--- src/rtl/strided_vec_agu.sv ---
module strided_vec_agu #(
  parameter int ADDR_W    = 32,
  parameter int DATA_W    = 64,
  parameter int VLEN_MAX  = 64,
  parameter int NBANK     = 4,
  parameter int BANK_BUSY = 4,
  localparam int IDX_W  = $clog2(VLEN_MAX),
  localparam int LEN_W  = $clog2(VLEN_MAX + 1),
  localparam int BANK_W = $clog2(NBANK)
) (
  input  logic              clk,
  input  logic              rst_n,
  input  logic              start,
  input  logic              op_store,
  input  logic [ADDR_W-1:0] base_addr,
  input  logic [ADDR_W-1:0] stride,
  input  logic [LEN_W-1:0]  vlen,
  output logic              busy,
  output logic              done,
  output logic              first_valid,
  output logic              mem_req_valid,
  output logic              mem_req_we,
  output logic [ADDR_W-1:0] mem_req_addr,
  output logic [BANK_W-1:0] mem_req_bank,
  output logic [DATA_W-1:0] mem_req_wdata,
  input  logic              mem_rsp_valid,
  input  logic [DATA_W-1:0] mem_rsp_data,
  output logic              vr_we,
  output logic [IDX_W-1:0]  vr_widx,
  output logic [DATA_W-1:0] vr_wdata,
  output logic [IDX_W-1:0]  vr_ridx,
  input  logic [DATA_W-1:0] vr_rdata
);

  localparam int CNT_W = $clog2(BANK_BUSY) + 1;
  localparam logic [LEN_W-1:0] LEN_CAP = LEN_W'(VLEN_MAX);

  logic              run_q, st_q, done_q;
  logic [ADDR_W-1:0] addr_q, step_q;
  logic [LEN_W-1:0]  len_q, iss_q, rsp_q;
  logic [NBANK-1:0]  bank_free;

  wire [LEN_W-1:0]  len_in   = (vlen > LEN_CAP) ? LEN_CAP : vlen;
  wire [BANK_W-1:0] cur_bank = addr_q[3 +: BANK_W];
  wire              pending  = iss_q < len_q;
  wire              fire     = run_q && pending && bank_free[cur_bank];
  wire              wr       = run_q && !st_q && mem_rsp_valid;
  wire              last_wr  = wr && (rsp_q == len_q - LEN_W'(1));
  wire              last_st  = fire && st_q && (iss_q == len_q - LEN_W'(1));

  always_ff @(posedge clk) begin
    if (!rst_n) begin
      run_q  <= 1'b0;
      st_q   <= 1'b0;
      done_q <= 1'b0;
      addr_q <= '0;
      step_q <= '0;
      len_q  <= '0;
      iss_q  <= '0;
      rsp_q  <= '0;
    end else begin
      done_q <= 1'b0;
      if (!run_q) begin
        if (start) begin
          if (len_in == '0) begin
            done_q <= 1'b1;
          end else begin
            run_q  <= 1'b1;
            st_q   <= op_store;
            addr_q <= base_addr;
            step_q <= stride << 3;
            len_q  <= len_in;
            iss_q  <= '0;
            rsp_q  <= '0;
          end
        end
      end else begin
        if (fire) begin
          addr_q <= addr_q + step_q;
          iss_q  <= iss_q + LEN_W'(1);
        end
        if (wr) rsp_q <= rsp_q + LEN_W'(1);
        if (last_wr || last_st) begin
          run_q  <= 1'b0;
          done_q <= 1'b1;
        end
      end
    end
  end

  for (genvar b = 0; b < NBANK; b++) begin : g_bank
    logic [CNT_W-1:0] cnt;
    always_ff @(posedge clk) begin
      if (!rst_n)                            cnt <= '0;
      else if (fire && cur_bank == BANK_W'(b)) cnt <= CNT_W'(BANK_BUSY - 1);
      else if (cnt != '0)                    cnt <= cnt - CNT_W'(1);
    end
    assign bank_free[b] = (cnt == '0);
  end

  assign busy          = run_q;
  assign done          = done_q;
  assign first_valid   = wr && (rsp_q == '0);
  assign mem_req_valid = fire;
  assign mem_req_we    = st_q;
  assign mem_req_addr  = addr_q;
  assign mem_req_bank  = cur_bank;
  assign mem_req_wdata = st_q ? vr_rdata : '0;
  assign vr_we         = wr;
  assign vr_widx       = rsp_q[IDX_W-1:0];
  assign vr_wdata      = mem_rsp_data;
  assign vr_ridx       = iss_q[IDX_W-1:0];

endmodule

--- config.mk ---
export PLATFORM = sky130hd
export DESIGN_NAME = strided_vec_agu
export DESIGN_NICKNAME = d
export VERILOG_FILES = /design/src/rtl/strided_vec_agu.sv
export SDC_FILE = /design/constraint.sdc
export NUM_CORES = 1
export LEC_CHECK = 0
export BUFFER_PORTS_ARGS = -buffer_cell sky130_fd_sc_hd__buf_2
export CORE_AREA = 2 2 150 152
export DETAILED_ROUTE_END_ITERATION = 10
export DIE_AREA = 0 0 152 154
export GPL_TIMING_DRIVEN = 0
export PLACE_DENSITY = 0.71
export SLEW_MARGIN = 0
export SYNTH_ARGS = -nofsm -noshare
export SYNTH_HDL_FRONTEND = slang
export SYNTH_SLANG_ARGS = --single-unit
--- constraint.sdc ---
create_clock -name clk -period 4.9 [get_ports clk]
set_input_delay 0.735 -clock clk [delete_from_list [all_inputs] [get_ports clk]]
set_output_delay 0.735 -clock clk [all_outputs]
set_load 0.03 [all_outputs]
==> results of run 1 <==
==> logic make-up after synthesis <==
logic type / share of synthesized area
muxes: 0.02295
adders and majority gates: 0.08579
xor gates and xnor gates: 0.06302
buffers and inverters: 0.1230
and+or+nand+nor: 0.2229
DFF: 0.2740
AOI/OAI and AO/OA: 0.2083
==> cell type report <==
cell class / count / area, um^2
Fill cell: 2240 / 12350
Multi-Input combinational cell: 638 / 4274
Sequential cell: 97 / 1942
Timing Repair Buffer: 316 / 1582
Buffer: 122 / 763.2
Tap cell: 280 / 350.3
Clock buffer: 10 / 239.0
Inverter: 29 / 108.9
Clock inverter: 6 / 81.33
Antenna cell: 1 / 2.502
==> through the flow <==
stage	area (um^2)	std cells	hold slack, ns	power (mW)
finish	9343	1499	0.4651	2.850
CTS	9340	1498	0.4683	2.865
global placement	9020	1482	0.4500	2.051
global route	9340	1498	0.4950	3.011
detailed placement	9020	1482	0.4578	2.078
floorplan	7088	886	0.4410	1.768
==> power by group through the flow <==
stage          sequential [mW]  combinational [mW]  clock [mW]
4_1_cts                  0.956                1.11       0.798
5_1_grt                  0.970                1.21       0.831
3_5_place_dp             0.974                1.10           0
2_1_floorplan             1.02               0.751           0
6_report                 0.957                1.11       0.785
3_3_place_gp             0.971                1.08           0
==> worst paths after layout <==
kind                   startpoint          endpoint  depth (start not counted)
setup / recovery         len_q[3]     mem_req_valid                          8
hold / removal    mem_req_addr[2]   mem_req_addr[2]                          2
setup reg to reg  mem_req_addr[3]  mem_req_addr[31]                         10
hold reg to reg   mem_req_addr[2]   mem_req_addr[2]                          2
==> sequential cells by signal, indices dropped and copies added, names as in the netlist <==
signal        count
busy              1
done              1
len_q             7
iss_q             7
mem_req_we        1
rsp_q             7
step_q           29
mem_req_addr     32
g_bank.cnt       12
==> layer usage <==
layer	vias to the layer above	GRT usage	share of wire
met5	-	0	0.00056
met4	2	0.05162	0.018
met3	36	0.05158	0.072
met2	285	0.3230	0.45
met1	3408	0.2816	0.46
li1	3646	-	-
==> placed cells by master (no fill, tap or decap), drive strengths merged, types with 5 or more instances in the layout <==
master and n:
buf 400, nand2 124, dfxtp 97, and2 66, a21oi 54, clkbuf 48, ha 47, a21boi 46
o21ai 34, inv 32, xnor2 28, xor2 23, nor2 23, a21o 19, nand3 17, mux2i 14
nor2b 10, o211a 10, and3 10, nor3 9, o21a 9, nand4 8, or3 8, nand3b 7
a211oi 7, o211ai 7, a31oi 7, o21bai 5, nor4 5, nand2b 5
==> worst max-delay path, delay by kind of cell, from the launching register on <==
kind / cells / cell delay, ns
compound gates: 3 / 0.55
fa+ha+maj: 1 / 0.29
buf+inv: 3 / 0.70
flops: 1 / 0.41
simple gates: 1 / 0.44
==> metrics list, run 1 <==
- Aggregate routed wire length: 25.22 mm
* Max incr delay on CP: 0.44 ns
- The initialized floorplan defines 54 standard-cell rows.
* Max-cap check violation count: 0
- Dominant register cell in the synthesized netlist: sky130_fd_sc_hd__dfxtp_1
- The count of buffers added on input and output ports is 316.
- Timing analysis after detailed placement gives a worst setup slack of 1.798 ns.
- Post-synthesis instance area: 7088 um^2
- Counting instances in the post-synthesis netlist gives the leading cell types as 124 x sky130_fd_sc_hd__nand2_1, 97 x sky130_fd_sc_hd__dfxtp_1, 80 x sky130_fd_sc_hd__buf_4, 66 x sky130_fd_sc_hd__and2_1, 54 x sky130_fd_sc_hd__a21oi_1.
- Synth area leaders: sky130_fd_sc_hd__dfxtp_1 27%, sky130_fd_sc_hd__buf_4 8.5%, sky130_fd_sc_hd__ha_1 8.3%, sky130_fd_sc_hd__nand2_1 6.6%, sky130_fd_sc_hd__and2_1 5.8%
* Slack of the worst reg-to-reg path: 1.84 ns
* Detail Route Antenna Nets: 0
- For this run the aggregate overflow at the end of global routing stands at 0.
- The clock passes through at most 2 buffers.
- Once detailed placement completed, the half-perimeter wirelength came to 20.29 mm.
* Post-synth top area share: 0.2740
- After synthesis, the share of flip-flops with an asynchronous set or reset is 0.
- Total setup buffers inserted after CTS: 0
- Counting flops and latches in the post-synthesis netlist gives 97.
- Flop pwr share: 0.336
* Net Sw Power: 1.091 mW
* Placeable core region: 21690 um^2
- Endpoint class of the critical path: primary output
- The detailed router finished its first iteration with 483 violations.
- Pin count of the biggest net entering global routing: 19
- Headroom to the max-slew limit came out at 0.4503.
- Switch share: 0.3828
* Final hold violations: 0
- Of the cells placed in the final design, the portion with a size suffix greater than 1 is 0.3481.
- After clock tree synthesis, the clock-pin slew on the worst setup and hold paths is 0.08 ns.
- GP Congestion: 0.9011
* Leading area contributor after synthesis: sky130_fd_sc_hd__dfxtp_1
* DR vias/cell: 4.921
- Dividing total power by cell area gives a power density of 305.1 nW/um^2.
* Layout Nets: 1465
- The pre-antenna-repair detailed-routing pass consisted of 8 iterations.
* Die extent in y: 154 um
* Post-synth net total: 1138
- CP Max Fanout: 10
- Setup violation total in the final timing report: 0
- Arrival @ worst endpoint: 2.76 ns
- In the post-synthesis netlist, the cell with the most instances is sky130_fd_sc_hd__nand2_1.
- For this run, design rule violations remaining after detail routing come to 0.
- Pin slew with the least headroom to its limit: 0.8245 ns
* EDFF count, synth: 0
* Initial core utilization: 0.3268
- Setup repair after global routing left no endpoint under its margin.
- In this run the static leakage power is 4.765 nW.
* Number of global-route vias before repair: 6964
* Overall via count from detail_route: 7377
- Pin placement for this block handled 384 I/O pins.
* Crit path kind: flop to primary output
- Synth-to-layout area growth: 31.81%
- The signal on the critical path passes through inv_1, ha_1, a21o_1, a211oi_1, a21oi_1, nor4_4, buf_2, buf_2.
* Fraction of the core area covered by cells at the end of the flow: 0.4308
* Cts bufs inserted: 9
* Share of power burned in the clock network: 0.275
- Average cell area after synthesis: 8.000 um^2
- HP Class: flop to flop
- Area enclosed by the die boundary: 23410 um^2
- Buffers inserted to repair hold after CTS numbered 0.
- Minimum clock period after layout: 3.494 ns
- On the critical path, the stage with the largest delay is an instance of sky130_fd_sc_hd__nor4_4.
* Clock Latency Late Sink: 0.36 ns
- The final-report max-slew violation count was 0.
- Yosys warns: 0
- STA puts the critical path data required time at 4.16 ns.
- CP startpoint kind: flop
- Min setup slack post-route: 1.406 ns
- Internal portion of total power: 1.759 mW
- Count of cells resized by post-cts repair: 0
- Average routed wire per standard cell: 16.83 um
- Measured along the x axis, the die boundary spans 152 um.
- Number of antenna violations at the first check in global routing: 3
- TritonCTS clock tree: built
- Among the stages of the critical path, the cell type that occurs most often is sky130_fd_sc_hd__buf_2.
- The clock drives 97 sinks.
* Fmax: 286.2 MHz
* Post-synthesis cell count: 886
- The number of different library cells used by synthesis comes to 58.
- Final setup TNS: 0 ns
- The root buffer cell chosen for the clock tree is sky130_fd_sc_hd__clkbuf_16.
- Combinational cell fraction of total power: 0.389
* Setup Skew: 0.009588 ns
- Wire length of the first global-routing pass: 38.60 mm
- In this run the number of H-tree levels came out at 3.
- The flow ran to the end, and the final reports show no timing, DRC or antenna violations.
- Sequential area share after synthesis: 0.2740
- The worst-case IR drop observed on VDD is 0.1855 mV.
* Overall Global Routing Usage: 0.2054
- Share of the clock period used by the worst path after layout: 0.7131
No activity file was read; power rests on OpenSTA's default activity.
==> run 2: changes to the inputs <==
--- a/config.mk
+++ b/config.mk
@@ -6,11 +6,11 @@
 export NUM_CORES = 1
 export LEC_CHECK = 0
 export BUFFER_PORTS_ARGS = -buffer_cell sky130_fd_sc_hd__buf_2
-export CORE_AREA = 2 2 150 152
+export CORE_AREA = 2 2 147 149
 export DETAILED_ROUTE_END_ITERATION = 10
-export DIE_AREA = 0 0 152 154
+export DIE_AREA = 0 0 149 151
 export GPL_TIMING_DRIVEN = 0
-export PLACE_DENSITY = 0.71
+export PLACE_DENSITY = 0.74
 export SLEW_MARGIN = 0
 export SYNTH_ARGS = -nofsm -noshare
 export SYNTH_HDL_FRONTEND = slang
==> constraint.sdc (replaced) <==
create_clock -name clk -period 3.25 [get_ports clk]
set_input_delay 0.4875 -clock clk [delete_from_list [all_inputs] [get_ports clk]]
set_output_delay 0.4875 -clock clk [all_outputs]
set_load 0.03 [all_outputs]
==> run 2 against run 1 <==
Critical path depth increased by 1. Clock power increased by 49%. Sequential power increased by 50%. Global-route usage increased by 0.80 points. Worst setup slack got worse by 1.2 ns. Core utilization increased by 1.9 points. First-iteration DRC count decreased by 36%. Flip-flop and latch count unchanged. Largest power group unchanged.
==> metrics list, run 2 (synthesis gave the netlist of run 1 again) <==
- The via count is 7396 (was 7377).
- Flop pwr share: 0.334 (was 0.336)
- The total core area is 20820 um^2 (was 21690 um^2).
* Detailed placer's ending HPWL: 21.25 mm (was 20.29 mm)
* Count of pins over their slew limit: 0 (unchanged)
* Layout Nets: 1468 (was 1465)
* Average routed wire per standard cell: 17.29 um (was 16.83 um)
* Die extent in y: 151 um (was 154 um)
- The wire length of the first global-routing pass was 36.67 mm (was 38.60 mm).
- Port Buffer Count: 316 (unchanged)
- The number of nets with antenna violations after detailed routing came to 0 (unchanged).
* Initial core utilization: 0.3404 (was 0.3268)
- The clock power share came to 0.272 (was 0.275).
* Overall Global Routing Usage: 0.2134 (was 0.2054)
* Met1 Use GR: 0.3014 (was 0.2816)
- The final total power is 4.310 mW (was 2.850 mW).
- Final hold violations: 0 (unchanged)
* Pin slew with the least headroom to its limit: 0.8323 ns (was 0.8245 ns)
- The met2 usage came to 0.3194 (was 0.3230).
- The capturing element type of the critical path is a flop (was primary output).
* Final standard cell count with taps included and fillers excluded: 1497 (was 1499)
* Worst path most repeated cell: sky130_fd_sc_hd__a211oi_1 (was sky130_fd_sc_hd__buf_2)
* Htree depth: 3 (unchanged)
- Clock Latency Late Sink: 0.36 ns (about the same)
- The final setup skew is 0.008981 ns (was 0.009588 ns).
- The number of design rule violations left after detail routing came to 0 (unchanged).
- Global route overflow: 0 (unchanged)
- The worst relative slew slack came to 0.4452 (was 0.4503).
- The total iterations of the first detailed-routing run came to 4 (was 8).
* Global-route track usage on met3: 0.04578 (was 0.05158)
- CP startpoint kind: flop (unchanged)
* Final setup TNS: 0 ns (unchanged)
- The switching power is 1.589 mW (was 1.091 mW).
- Cells along the critical path: ha_1, a211oi_1, nor4_1, nor2_1, o21ai_2, a211oi_1, mux2i_1, a311oi_1, a21oi_1 (was inv_1, ha_1, a21o_1, a211oi_1, a21oi_1, nor4_4, buf_2, buf_2)
- Clock transition at the registers of the reported paths: 0.07 ns (was 0.08 ns)
- The number of buffers created by CTS came to 9 (unchanged).
- DR vias/cell: 4.941 (was 4.921)
* Aggregate routed wire length: 25.88 mm (was 25.22 mm)
- Outcome: completed (unchanged).
- Fmax: 328.9 MHz
- The weighted congestion reported at the end of routability-driven placement was 0.8995 (was 0.9011).
- Setup repair after global routing missed its margin: no (unchanged).
- The internal power summed over all cells came to 2.721 mW (was 1.759 mW).
- Pin count of the biggest net entering global routing: 16 (was 19)
- Max-cap check violation count: 0 (unchanged)
- The power share of the combinational group is 0.394 (was 0.389).
- Number of placement rows: 53 (was 54)
- Max incr delay on CP: 0.60 ns (was 0.44 ns)
- The setup violation total in the final timing report is 0 (unchanged).
- The switching part of the total was 0.3686 (was 0.3828).
- The maximum count of clock buffers along a single path was 2 (unchanged).
- The worst endpoint data arrival time was 3.27 ns (was 2.76 ns).
- The most common library cell in the layout ignoring fill and taps was sky130_fd_sc_hd__buf_2 (unchanged).
* Worst vdd rail ir drop: 0.3365 mV (was 0.1855 mV)
- The TritonCTS sink count was 97 (unchanged).
- The worst-path maximum fanout came to 10 (unchanged).
- Crit path required time: 3.48 ns (was 4.16 ns)
* Clock root cell: sky130_fd_sc_hd__clkbuf_16 (unchanged)
* Reported leakage power: 4.775 nW (was 4.765 nW)
- CP bufs+invs: 0 (was 3)
- The final cell utilization of the core is 0.4499 (was 0.4308).
- The I/O pin count is 384 (unchanged).
* Largest register FFs: 32 (unchanged)
- 1st-iter DRT viols: 310 (was 483)
- The category of cells accounting for the largest share of critical-path delay is compound AO/OA/AOI/OAI gates (was buffers and inverters).
- The chip width came to 149 um (was 152 um).
- The classification of the worst-slack hold path was input port to flop (was flop to flop).
- The number of antenna violations at the first check in global routing is 1 (was 3).
* Fraction of final layout cells with drive strength greater than 1: 0.3489 (was 0.3481)
- The via count of the first global-routing pass is 6623 (was 6964).
* Count of placed standard cells including taps: 1477 (was 1482)
- The TritonCTS clock tree is built (unchanged).
- Layer with the highest usage after global routing: met2 (unchanged)
* Area enclosed by the die boundary: 22500 um^2 (was 23410 um^2)
- The worst path needs 3.041 ns of the cycle, external delays included.
- Share of the clock period used by the worst path after layout: 0.9356
- The power per cell area is 460.0 nW/um^2 (was 305.1 nW/um^2).
* Crit path kind: flop to flop (was flop to primary output)
- CP max stage cell: sky130_fd_sc_hd__dfxtp_1 (was sky130_fd_sc_hd__nor4_4)
- Synth-to-layout area growth: 32.18% (was 31.81%)
- Most frequent cells in the layout: 319 x sky130_fd_sc_hd__buf_2, 124 x sky130_fd_sc_hd__nand2_1, 97 x sky130_fd_sc_hd__dfxtp_1 (was 320 x sky130_fd_sc_hd__buf_2, 124 x sky130_fd_sc_hd__nand2_1, 97 x sky130_fd_sc_hd__dfxtp_1)
run 2: power by group through the flow:
stage	sequential [mW]	clock [mW]	combinational [mW]
global placement	1.46	0	1.63
global route	1.46	1.24	1.85
CTS	1.44	1.19	1.69
finish	1.44	1.17	1.70
floorplan	1.53	0	1.13
detailed placement	1.47	0	1.68
run 2: area by class of cell:
type,count,area [um^2]
antenna,1,2.502
buffer,122,765.7
clock buffer,12,246.5
clock inverter,4,76.32
fill,2117,11450
inverter,29,108.9
multi-input combinational,638,4279
sequential,97,1942
tap,275,344.1
timing repair buffer,319,1604
run 2: worst register-to-register path, stage by stage, from the launching register on:
cell	delay, ns
sky130_fd_sc_hd__dfxtp_1	0.60
sky130_fd_sc_hd__ha_1	0.33
sky130_fd_sc_hd__a211oi_1	0.36
sky130_fd_sc_hd__nor4_1	0.12
sky130_fd_sc_hd__nor2_1	0.28
sky130_fd_sc_hd__o21ai_2	0.14
sky130_fd_sc_hd__a211oi_1	0.42
sky130_fd_sc_hd__mux2i_1	0.15
sky130_fd_sc_hd__a311oi_1	0.41
sky130_fd_sc_hd__a21oi_1	0.11
run 2: metal layers:
layer	share of wire	up-vias
met4	0.030	0
li1	-	3650
met5	0	-
met2	0.44	286
met1	0.46	3420
met3	0.073	40
run 2: through the flow:
step | worst slack (ns) | area, um^2 | hold WS, ns
final | 0.2094 | 9369 | 0.3748
after floorplan | 0.6868 | 7088 | 0.4410
after detailed placement | 0.2012 | 9014 | 0.4558
after CTS | 0.03743 | 9339 | 0.3700
after global routing | 0.09817 | 9366 | 0.3791
after global placement | 0.2401 | 9014 | 0.4477
run 2: what timing repair did:
action                                  in CTS  in global routing
endpoints found under the setup margin       1                  2
pin swaps                                    0                  1
setup buffers                                0                  3
resized for setup                            1                  1
hold buffers                                 0                  0
run 2: final timing paths:
kind	start	endpoint	slack [ns]	cells after the start
max	mem_req_addr[4]	mem_req_addr[20]	0.21	9
min reg2reg	mem_req_addr[2]	mem_req_addr[2]	0.46	2
max reg2reg	mem_req_addr[4]	mem_req_addr[20]	0.21	9
min	stride[20]	step_q[23]	0.37	3
==> run 3: changes to the inputs <==
--- a/config.mk
+++ b/config.mk
@@ -10,7 +10,8 @@
 export DETAILED_ROUTE_END_ITERATION = 10
 export DIE_AREA = 0 0 149 151
 export GPL_TIMING_DRIVEN = 0
-export PLACE_DENSITY = 0.74
+export MAX_ROUTING_LAYER = met4
+export PLACE_DENSITY = 0.67
 export SLEW_MARGIN = 0
 export SYNTH_ARGS = -nofsm -noshare
 export SYNTH_HDL_FRONTEND = slang
==> run 3 against run 2 <==
Clock power decreased by 3%. Maximum frequency rose by 1.1%. Highest routed layer unchanged. Worst setup slack gained 0.033 ns. Critical path type unchanged. Final area is 0.15% lower. Via count decreased by 1.7%. Largest cell class unchanged. Cell count hardly changed. Non-clock buffer count is 1 higher. Power is 1.1% lower. Combinational power about the same. Worst hold slack lost 0.0033 ns. Sequential power about the same. Die area unchanged.
==> metrics list, run 3 (synthesis gave the netlist of run 1 again) <==
- Setup violation total in the final timing report: 0 (unchanged)
- Aggregate routed wire length: 25.67 mm (was 25.88 mm)
- Overall via count from detail_route: 7268 (was 7396)
- Reported leakage power: 4.779 nW (was 4.775 nW)
* Global route overflow: 0 (unchanged)
- The clock period minus worst slack came to 3.008 ns (was 3.041 ns).
- Share of the clock period used by the worst path after layout: 0.9255 (was 0.9356)
* GP Congestion: 0.8934 (was 0.8995)
- Origin of the critical flop-to-flop path: mem_req_addr[4] (unchanged)
- The flip-flop count of the largest register after layout was 32 (unchanged).
* Area enclosed by the die boundary: 22500 um^2 (unchanged)
* CP startpoint kind: flop (unchanged)
* Synth-to-layout area growth: 31.99% (was 32.18%)
- 1st-iter DRT viols: 391 (was 310)
- Crit path required time: 3.48 ns (about the same)
* Count of placed standard cells including taps: 1477 (unchanged)
- Final design instance area without fill: 9355 um^2 (was 9369 um^2)
- Clock Tree Buf Depth: 2 (unchanged)
- Arrival @ worst endpoint: 3.24 ns (was 3.27 ns)
- Setup Skew: 0.01126 ns (was 0.008981 ns)
- Worst vdd rail ir drop: 0.3126 mV (was 0.3365 mV)
- The clock latency on the worst-skew pair was 0.36 ns (about the same).
- Wire length of the first global-routing pass: 36.93 mm (was 36.67 mm)
* Overall power of the completed layout: 4.263 mW (was 4.310 mW)
- Pin count of the biggest net entering global routing: 17 (was 16)
- The dominant cell type by count on the critical path is sky130_fd_sc_hd__a211oi_1 (unchanged).
- The worst relative slew slack was 0.4498 (was 0.4452).
- The number of max-capacitance violations reported came to 0 (unchanged).
- DRT Pass-1 Iters: 5 (was 4)
- The H-tree level count is 3 (unchanged).
- Slack of the worst reg-to-reg path: 0.24 ns (was 0.21 ns)
- Hold buffer count at cts: 0 (unchanged)
- The layout net count was 1469 (was 1468).
- The TritonCTS clock tree was built (unchanged).
- Min setup slack post-route: 0.2420 ns (was 0.2094 ns)
- The share of layout cells above drive strength 1 is 0.3494 (was 0.3489).
- CP Max Fanout: 10 (unchanged)
- The cell with the largest stage delay on the worst path was sky130_fd_sc_hd__dfxtp_1 (unchanged).
- The sum of negative setup slack is 0 ns (unchanged).
- The number of antenna violations at the first check in global routing is 2 (was 1).
- The via count of the first global-routing pass came to 6532 (was 6623).
- Number of placement rows: 53 (unchanged)
* DR vias/cell: 4.852 (was 4.941)
* Average routed wire per standard cell: 17.14 um (was 17.29 um)
- The destination of the worst register-to-register timing path is mem_req_addr[20] (unchanged).
- The cell chosen for the clock root was sky130_fd_sc_hd__clkbuf_16 (unchanged).
* Fmax: 332.4 MHz (was 328.9 MHz)
* Boundary pin count: 384 (unchanged)
- Endpoint class of the critical path: flop (unchanged)
- The HPWL reported at the end of detailed placement came to 20.80 mm (was 21.25 mm).
* Overall Global Routing Usage: 0.2206 (was 0.2134)
* Post-place instance area: 9014 um^2 (unchanged)
* Placeable core region: 20820 um^2 (unchanged)
- Clock transition at the registers of the reported paths: 0.07 ns (about the same)
* Initial core utilization: 0.3404 (unchanged)
- Port Buffer Count: 316 (unchanged)
* Most frequent cells in the layout: 319 x sky130_fd_sc_hd__buf_2, 124 x sky130_fd_sc_hd__nand2_1, 97 x sky130_fd_sc_hd__dfxtp_1 (unchanged)
- The TritonCTS sink count was 97 (unchanged).
* Most common library cell in the layout ignoring fill and taps: sky130_fd_sc_hd__buf_2 (unchanged)
- The slew of the pin with the lowest slew margin came to 0.8254 ns (was 0.8323 ns).
- Setup repair after global routing missed its margin: no (unchanged)
- The delay of the slowest critical-path stage was 0.62 ns (was 0.60 ns).
- Crit. Startpoint: mem_req_addr[4] (unchanged)
* Die extent in y: 151 um (unchanged)
- Cells along the critical path: ha_1, a211oi_1, nor4_1, nor2_1, o21ai_2, a211oi_1, mux2i_1, a311oi_1, a21oi_1 (unchanged).
- Final standard cell count with taps included and fillers excluded: 1498 (was 1497)
- The number of nets with antenna violations after detailed routing came to 0 (unchanged).
- The type of the setup path with the least slack is flop to flop (unchanged).
* Outcome: completed (unchanged)
- The path depth of the worst reg2reg path was 9 (unchanged).
- The number of design rule violations left after detail routing came to 0 (unchanged).
- The tightest hold margin is 0.3715 ns (was 0.3748 ns).
* Die width: 149 um (unchanged)
- The power per cell area was 455.7 nW/um^2 (was 460.0 nW/um^2).
- The number of instances on the worst hold path was 3 (unchanged).
- The number of buffers created by CTS was 9 (unchanged).
- The final cell utilization of the core was 0.4493 (was 0.4499).
* Worst setup slack before clock tree synthesis: 0.2728 ns (was 0.2012 ns)
* Final hold violations: 0 (unchanged)
- Count of pins over their slew limit: 0 (unchanged)
* HP Class: input port to flop (unchanged)
- The start point of the worst hold path was stride[20] (unchanged).
- The end point of the worst hold path is step_q[23] (unchanged).
## run 3: cell types whose count changed in the layout (fill, tap and decap cells not counted)
| cell | before | now |
|---|---|---|
| sky130_fd_sc_hd__inv_8 | 0 | 1 |
| sky130_fd_sc_hd__clkinv_4 | 1 | 2 |
| sky130_fd_sc_hd__clkinvlp_4 | 1 | 0 |
| sky130_fd_sc_hd__clkbuf_1 | 40 | 39 |
| sky130_fd_sc_hd__clkinv_2 | 0 | 1 |
| sky130_fd_sc_hd__a22oi_1 | 2 | 3 |
| sky130_fd_sc_hd__bufinv_16 | 2 | 1 |
| sky130_fd_sc_hd__buf_4 | 84 | 85 |
| sky130_fd_sc_hd__a22oi_2 | 1 | 0 |
## run 3: final cells by class
| cell class | count | area [um^2] |
|---|---|---|
| clock inverter | 5 | 63.81 |
| sequential | 97 | 1942 |
| clock buffer | 11 | 242.7 |
| inverter | 29 | 108.9 |
| fill | 2127 | 11470 |
| timing repair buffer | 320 | 1612 |
| antenna | 1 | 2.502 |
| buffer | 122 | 765.7 |
| multi-input combinational | 638 | 4274 |
| tap | 275 | 344.1 |
## run 3: worst max path at each step
stage | endpoint | slack, ns | cells past startpoint
2_1_floorplan | mem_req_addr[31] | 0.69 | 10
3_3_place_gp | mem_req_addr[31] | 0.30 | 10
3_5_place_dp | mem_req_addr[31] | 0.27 | 10
4_1_cts | mem_req_valid | 0.004 | 7
5_1_grt | mem_req_addr[20] | 0.05 | 9
6_report | mem_req_addr[20] | 0.24 | 9
## run 3: worst max-delay path, delay by kind of cell, from the launching register on
kind / cells / cell delay [ns]
AOI/OAI and AO/OA: 5 / 1.39
adders and majority gates: 1 / 0.33
DFF: 1 / 0.62
muxes: 1 / 0.14
and+or+nand+nor: 2 / 0.41
## run 3: layer usage
layer / vias up / part of all wire / global-route usage
met5: - / 0 / -
met4: 0 / 0.019 / 0.05524
met3: 32 / 0.065 / 0.03886
met2: 265 / 0.45 / 0.3313
met1: 3327 / 0.47 / 0.3073
li1: 3644 / - / -
## run 3: where the power goes
group	switching [mW]	internal, mW	leakage [nW]
logic	0.996	0.691	3.83
registers	0.110	1.33	0.797
clock network	0.508	0.626	0.152
total	1.61	2.65	4.78
## run 3: timing repair
item	CTS	global route
pin swaps	0	1
endpoints found under the setup margin	1	1
hold endpoints to repair	0	0
setup buffers	0	4
gates resized for setup	1	0
